===== src/rtl/xrm_pkg.sv =====
package xrm_pkg;

   typedef enum logic [1:0] {
      BS_IDLE = 2'd0,
      BS_CDR  = 2'd1,
      BS_WAIT = 2'd2,
      BS_BUF  = 2'd3
   } bond_st_e;

   function automatic int cnt_width(input int maxval);
      int w;
      w = $clog2(maxval + 1);
      return (w < 1) ? 1 : w;
   endfunction

endpackage


===== src/rtl/xrm_sync.sv =====
module xrm_sync #(
   parameter int W      = 1,
   parameter int STAGES = 2
) (
   input  logic         clk,
   input  logic         rst_n,
   input  logic [W-1:0] d,
   output logic [W-1:0] q
);

   if (STAGES < 2) begin : g_bad_stages
      $error("xrm_sync: STAGES must be 2 or more");
   end
   if (W < 1) begin : g_bad_width
      $error("xrm_sync: W must be positive");
   end

   logic [W-1:0] chain [STAGES];

   always_ff @(posedge clk or negedge rst_n) begin
      if (!rst_n) begin
         for (int k = 0; k < STAGES; k++) chain[k] <= '0;
      end else begin
         chain[0] <= d;
         for (int k = 1; k < STAGES; k++) chain[k] <= chain[k-1];
      end
   end

   assign q = chain[STAGES-1];

endmodule


===== src/rtl/xrm_stretch.sv =====
module xrm_stretch #(
   parameter int W    = 1,
   parameter int HOLD = 8
) (
   input  logic         clk,
   input  logic         rst_n,
   input  logic [W-1:0] trig,
   output logic [W-1:0] pulse
);
   import xrm_pkg::*;

   localparam int CW = cnt_width(HOLD);

   if (HOLD < 2) begin : g_bad_hold
      $error("xrm_stretch: HOLD must be 2 or more");
   end

   for (genvar i = 0; i < W; i++) begin : g_bit
      logic [CW-1:0] cnt;
      always_ff @(posedge clk or negedge rst_n) begin
         if (!rst_n)              cnt <= '0;
         else if (trig[i])        cnt <= CW'(HOLD);
         else if (cnt != '0)      cnt <= cnt - CW'(1);
      end
      assign pulse[i] = (cnt != '0);
   end

endmodule


===== src/rtl/xrm_bond_seq.sv =====
module xrm_bond_seq #(
   parameter int NL   = 2,
   parameter int HOLD = 8,
   parameter int TMO  = 64
) (
   input  logic          clk,
   input  logic          rst_n,
   input  logic          start,
   input  logic          abort,
   input  logic          lock_all,
   output logic [NL-1:0] cdr_rst_o,
   output logic          buf_rst_o,
   output logic          tmo_o
);
   import xrm_pkg::*;

   localparam int MAXC = (HOLD > TMO) ? HOLD : TMO;
   localparam int CW   = cnt_width(MAXC);

   if (TMO < 2) begin : g_bad_tmo
      $error("xrm_bond_seq: TMO must be 2 or more");
   end

   bond_st_e      st;
   logic [CW-1:0] cnt;
   logic          tmo_q;

   always_ff @(posedge clk or negedge rst_n) begin
      if (!rst_n) begin
         st    <= BS_IDLE;
         cnt   <= '0;
         tmo_q <= 1'b0;
      end else if (abort) begin
         st  <= BS_IDLE;
         cnt <= '0;
      end else begin
         unique case (st)
            BS_IDLE: if (start) begin
               st  <= BS_CDR;
               cnt <= CW'(HOLD - 1);
            end
            BS_CDR: if (cnt == '0) begin
               st  <= BS_WAIT;
               cnt <= CW'(TMO - 1);
            end else begin
               cnt <= cnt - CW'(1);
            end
            BS_WAIT: if (lock_all) begin
               st  <= BS_BUF;
               cnt <= CW'(HOLD - 1);
            end else if (cnt == '0) begin
               st    <= BS_CDR;
               cnt   <= CW'(HOLD - 1);
               tmo_q <= 1'b1;
            end else begin
               cnt <= cnt - CW'(1);
            end
            BS_BUF: if (cnt == '0) begin
               st <= BS_IDLE;
            end else begin
               cnt <= cnt - CW'(1);
            end
            default: st <= BS_IDLE;
         endcase
      end
   end

   assign cdr_rst_o = {NL{st == BS_CDR}};
   assign buf_rst_o = (st == BS_BUF);
   assign tmo_o     = tmo_q;

endmodule


===== src/rtl/xrm_reset_mgr.sv =====
module xrm_reset_mgr #(
   parameter int NL        = 2,
   parameter int HOLD      = 8,
   parameter int TILE_HOLD = 16,
   parameter int TMO       = 64,
   parameter int SYNC_ST   = 2
) (
   input  logic          clk,
   input  logic          rst_n,
   input  logic          refclk_evt,
   input  logic          usr_lock,
   input  logic [NL-1:0] tx_buf_err,
   input  logic [NL-1:0] rx_buf_err,
   input  logic [NL-1:0] os_err,
   input  logic [NL-1:0] cdr_lock,
   input  logic          bond_req,
   input  logic [NL-1:0] prbs_clr,
   output logic          tile_rst,
   output logic [NL-1:0] tx_pcs_rst,
   output logic [NL-1:0] rx_pcs_rst,
   output logic [NL-1:0] cdr_rst,
   output logic [NL-1:0] rxbuf_rst,
   output logic [NL-1:0] prbs_rst,
   output logic          bond_tmo
);

   localparam int NEV  = 2 + 4 * NL;
   localparam int NLV  = 1 + NL;
   localparam int NLN  = 4 * NL;

   if (NL < 1) begin : g_bad_lanes
      $error("xrm_reset_mgr: NL must be positive");
   end

   // event inputs: bit 0 refclk, bit 1 bond, then tx, rx, os, prbs lanes
   logic [NEV-1:0] ev_raw, ev_s, ev_prev, ev_rise;
   logic [NLV-1:0] lv_raw, lv_s;

   assign ev_raw = {prbs_clr, os_err, rx_buf_err, tx_buf_err, bond_req, refclk_evt};
   assign lv_raw = {cdr_lock, usr_lock};

   xrm_sync #(.W(NEV), .STAGES(SYNC_ST)) u_sync_ev (
      .clk(clk), .rst_n(rst_n), .d(ev_raw), .q(ev_s));

   xrm_sync #(.W(NLV), .STAGES(SYNC_ST)) u_sync_lv (
      .clk(clk), .rst_n(rst_n), .d(lv_raw), .q(lv_s));

   always_ff @(posedge clk or negedge rst_n) begin
      if (!rst_n) ev_prev <= '0;
      else        ev_prev <= ev_s;
   end
   assign ev_rise = ev_s & ~ev_prev;

   logic lock_s, lock_all;
   assign lock_s   = lv_s[0];
   assign lock_all = &lv_s[NLV-1:1];

   // whole-tile reset
   xrm_stretch #(.W(1), .HOLD(TILE_HOLD)) u_tile (
      .clk(clk), .rst_n(rst_n), .trig(ev_rise[0]), .pulse(tile_rst));

   // per-lane requests, dropped while the tile reset runs
   logic [NLN-1:0] lane_trig, lane_pulse;
   assign lane_trig = ev_rise[NEV-1:2] & {NLN{~tile_rst}};

   xrm_stretch #(.W(NLN), .HOLD(HOLD)) u_lane (
      .clk(clk), .rst_n(rst_n), .trig(lane_trig), .pulse(lane_pulse));

   logic [NL-1:0] tx_p, rxb_p, os_p, prbs_p;
   assign tx_p   = lane_pulse[0*NL +: NL];
   assign rxb_p  = lane_pulse[1*NL +: NL];
   assign os_p   = lane_pulse[2*NL +: NL];
   assign prbs_p = lane_pulse[3*NL +: NL];

   // pre-bonding sequence
   logic          seq_start, seq_buf;
   logic [NL-1:0] seq_cdr;
   assign seq_start = ev_rise[1] & ~tile_rst;

   xrm_bond_seq #(.NL(NL), .HOLD(HOLD), .TMO(TMO)) u_bond (
      .clk(clk), .rst_n(rst_n), .start(seq_start), .abort(tile_rst),
      .lock_all(lock_all), .cdr_rst_o(seq_cdr), .buf_rst_o(seq_buf),
      .tmo_o(bond_tmo));

   assign tx_pcs_rst = tx_p | {NL{~lock_s}};
   assign rx_pcs_rst = os_p | {NL{~lock_s}};
   assign cdr_rst    = seq_cdr;
   assign rxbuf_rst  = rxb_p | {NL{seq_buf}};
   assign prbs_rst   = prbs_p;

endmodule


===== config.mk =====
export PLATFORM = sky130hd
export DESIGN_NAME = xrm_reset_mgr
export DESIGN_NICKNAME = d
export VERILOG_FILES = /design/src/rtl/xrm_pkg.sv /design/src/rtl/xrm_sync.sv /design/src/rtl/xrm_stretch.sv /design/src/rtl/xrm_bond_seq.sv /design/src/rtl/xrm_reset_mgr.sv
export SDC_FILE = /design/constraint.sdc
export NUM_CORES = 1
export LEC_CHECK = 0
export ABC_CLOCK_PERIOD_IN_PS = 2900
export BUFFER_PORTS_ARGS = -buffer_cell sky130_fd_sc_hd__clkbuf_2
export CORE_MARGIN = 2
export CORE_UTILIZATION = 59
export DETAILED_ROUTE_END_ITERATION = 8
export PLACE_DENSITY_LB_ADDON = 0.25
export SLEW_MARGIN = 10
export SYNTH_ARGS = -nofsm -noshare
export SYNTH_HDL_FRONTEND = slang
export SYNTH_SLANG_ARGS = --single-unit

===== constraint.sdc =====
create_clock -name clk -period 2.9 [get_ports clk]
set_input_delay 0.725 -clock clk [delete_from_list [all_inputs] [get_ports clk]]
set_output_delay 0.725 -clock clk [all_outputs]
set_load 0.005 [all_outputs]

==> parameters.txt <==
Parameter                              Value

Worst setup path
  Kind of start point of the critical path    flop
  Critical path's top delay family    simple AND/OR/NAND/NOR gates
  Crit. End Element    output port
  Start-to-end type of the worst setup path    reg2out
  Critical path cell sequence    inv_1 -> ha_1 -> nor3b_1 -> nand2_1 -> clkbuf_2
  Critical path arrival    between 1.5 and 2 ns
  Crit-path max FO    4
  Buffers & Inverters on Critical Path    2
  Data required time of the critical path    roughly 2.2 ns
  Master of the slowest instance on the critical path    nor3b_1
  Maximum cell stage delay along the critical path    slightly below 0.5 ns

Detailed routing
  Final ANT Viol Nets    0
  Via count    about 2.3k
  Wire length reported by the detailed router    5.66 mm
  Iteration count of the initial detailed-routing pass    4
  Drc violations    0
  Number of design-rule violations left by the first detailed-router iteration    about 120
  Routed length per instance    13.2 um
  Average via count per standard cell    between 5 and 6

Clock tree
  CTS H-tree depth    3
  Post-CTS Hold Buffers    0
  Post-CTS repair timing setup buffer count    0
  Clock tree from TritonCTS    yes
  Clock transition time at the flip-flop clock pins of the worst setup and hold paths    0.07 ns
  Worst-skew pair later-pin latency    about 0.34 ns
  Library cell used as clock root buffer    clkbuf_8
  Total clock sinks    83
  PostCTS Resize Cnt    0
  Number of buffers created by CTS    9
  Maximum clock path buffer count    2

Power and ir drop
  Static leakage    slightly below 2 nW
  Logic pwr share    33.9%
  Switching Power    ~0.0013 W
  Power Dens Cells    956 nW/um2
  Max rail drop VDD    around 0.62 mV
  Int Pwr    0.00255 W
  Sequential fraction of design power    between 40% and 50%
  Fraction of power spent switching nets    roughly a third
  Clock network fraction of total power    22.1%

STA
  Number of hold violations in the final report    0
  Fmax achieved    between 0.4 and 0.5 GHz
  RSZ-0062 raised after global routing    false
  Rel. slew slack    a little under two thirds
  Final worst path period need    ~2.5 ns
  Least-Margin Pin Slew    0.547 ns
  Hold Worst Slack    0.349 ns
  Worst clock skew on the final layout    around 0.0088 ns
  Max-slew violation count    0
  Post-Route Setup TNS    0 ns
  Total of endpoints with negative setup slack in the final report    0
  Period utilisation layout    between 80% and 90%

Synth
  Number of synthesized flops with an enable pin    0
  Mean area per synthesized cell    around 11 um2
  Cell area after synthesis    between 3000 and 4000 um2
  Number of standard cells after synthesis    about 320
  Area share of the largest cell type after synthesis    58.2%
  Top_reg_cell synth    dfrtp_1
  Share of synthesized area occupied by flip-flops and latches    58.2%
  Flops & latches, synth    83
  Cell type with the largest total area after synthesis    dfrtp_1
  Number of nets produced by synthesis    approximately 350
  Synth unique cells    42
  Biggest area contributors in the synthesized netlist    dfrtp_1 58%, ha_1 6.7%, nor2_1 4.4%
  Share of synthesized registers carrying an async set or reset    100%
  Count of warnings emitted by yosys    0

Global routing
  Number of antenna violations at the first check in global routing    0
  GRT Overall Usage    between 15 and 20%
  Pin count of the biggest net entering global routing    43
  Via count of the first global-routing pass    between 2k and 2.5k
  Overflow left after global routing    0
  Wire length of the first global-routing pass    ~9.8 mm

Layout
  Sequential standard cell area    around 2100 um2
  Final layout net count    386
  Final antenna diode count    0
  Number of fill cells in the layout    460
  Area Overhead vs Synth    11.6%
  Combined area of the multi-input logic cells    1360 um2
  Commonest non-fill, non-tap cell in the layout    dfrtp_1
  Highest-count cells in the layout ignoring fill and taps    83 x dfrtp_1, 42 x nor2_1, 25 x clkbuf_2
  Proportion of layout cells with a drive suffix above 1    approximately 14%

Job
  Max-Cap Viols    0

Status
  Run status    completed

Placed design
  IO buf count    26
  Placer's final routability congestion estimate    0.916
  Hpwl dp    3.99 mm

Die
  Floorplan die width    slightly above 80 um
  Top-Level Pins    27
  Die H    roughly 82 um
  Placeable core area    around 6000 um2
  Starting utilization of the core area    between 60% and 70%
  Die area    roughly 6700 um2
  Core Rows    28

Min path
  Path category of the worst min-delay check    in2async
[power by group through the flow]
stage               combinational [W]  sequential (W)  clock, W
global route                  0.00151         0.00172  0.000910
CTS                           0.00130         0.00168  0.000864
detailed placement            0.00129         0.00169         0
floorplan                     0.00105         0.00164         0
global placement              0.00124         0.00168         0
finish                        0.00129         0.00168  0.000842
[routing by layer]
layer | share of wire (%) | track usage, % | vias to the layer above
met1 | 46 | 25.9 | 1130
met2 | 48 | 30.9 | 37
met4 | 2.3 | 10.3 | 0
li1 | - | - | 1140
met3 | 3.1 | 3.74 | 15
met5 | 0 | 0 | -
[logic make-up after synthesis]
logic type	share of synthesized area, %
simple gates	17.3
flops	58.2
compound gates	10.7
buf+inv	3.68
fa+ha+maj	6.66
xor+xnor	2.95
mux	0.561
[final timing paths]
check	end	cells after the start	start	slack, ns
max in group asynchronous	u_sync_ev.q[5]	2	rst_n	1.97
setup reg to reg	u_bond.cnt[0]	7	u_bond.cnt[0]	0.61
hold / removal	u_lane.g_bit[4].cnt[1]	1	rst_n	0.35
min in group clk	u_sync_ev.q[1]	0	u_sync_ev.chain[11]	0.35
setup / recovery	tx_pcs_rst[1]	5	u_lane.g_bit[1].cnt[0]	0.41
hold reg to reg	u_sync_ev.q[1]	0	u_sync_ev.chain[11]	0.35
[through the flow]
stage / setup slack, ns / total power, W / instance area, um2 / instances / utilization, %
global route: 0.201 / 0.00413 / 3980 / 430 / 67.6
detailed placement: 0.676 / 0.00299 / 3780 / 416 / 64.3
global placement: 0.709 / 0.00292 / 3780 / 416 / 64.3
CTS: 0.379 / 0.00384 / 3980 / 430 / 67.6
finish: 0.407 / 0.00381 / 3980 / 430 / 67.6
floorplan: 0.625 / 0.00269 / 3570 / 318 / -
[cell usage after synthesis (2+ instances only)]
| master | n |
|---|---|
| nor2b_1 | 2 |
| a31o_2 | 2 |
| buf_6 | 2 |
| a31oi_1 | 2 |
| xor2_1 | 3 |
| a211o_1 | 8 |
| or3_1 | 9 |
| nand3b_1 | 5 |
| a211oi_2 | 2 |
| or2_2 | 2 |
| a211oi_1 | 3 |
| clkbuf_1 | 2 |
| nor2_1 | 42 |
| nand3_1 | 3 |
| nand2_1 | 17 |
| nand2b_1 | 10 |
| nor3b_1 | 10 |
| xnor2_1 | 9 |
| o21ai_0 | 6 |
| mux2i_1 | 2 |
| inv_1 | 24 |
| nor3_1 | 13 |
| a21oi_1 | 18 |
| dfrtp_1 | 83 |
| a21o_1 | 4 |
| ha_1 | 19 |
[state kept, by name (all words and copies together), names as in the netlist]
name,flops
u_bond.tmo_o,1
ev_prev,10
u_sync_lv.chain,3
u_sync_ev.chain,10
u_sync_lv.q,3
u_sync_ev.q,10
u_tile.g_bit.cnt,5
u_lane.g_bit.cnt,32
u_bond.st,2
u_bond.cnt,7
[final cells by class]
| type | instances | share of cell area (%) |
|---|---|---|
| multi-input combinational | 205 | 34.2 |
| inverter | 25 | 2.36 |
| tap | 75 | 2.36 |
| clock buffer | 11 | 3.30 |
| timing repair buffer | 28 | 4.02 |
| sequential | 83 | 52.2 |
| clock inverter | 3 | 1.63 |
[worst reg2reg max path, stage by stage (launching register included)]
cell and delay, ns:
dfrtp_1 0.42, inv_1 0.13, ha_1 0.18, or4b_4 0.47, or2_1 0.32, o22ai_4 0.35
nor3_1 0.14, a211oi_2 0.21
Note: power is estimated with default switching activity, not from simulation.
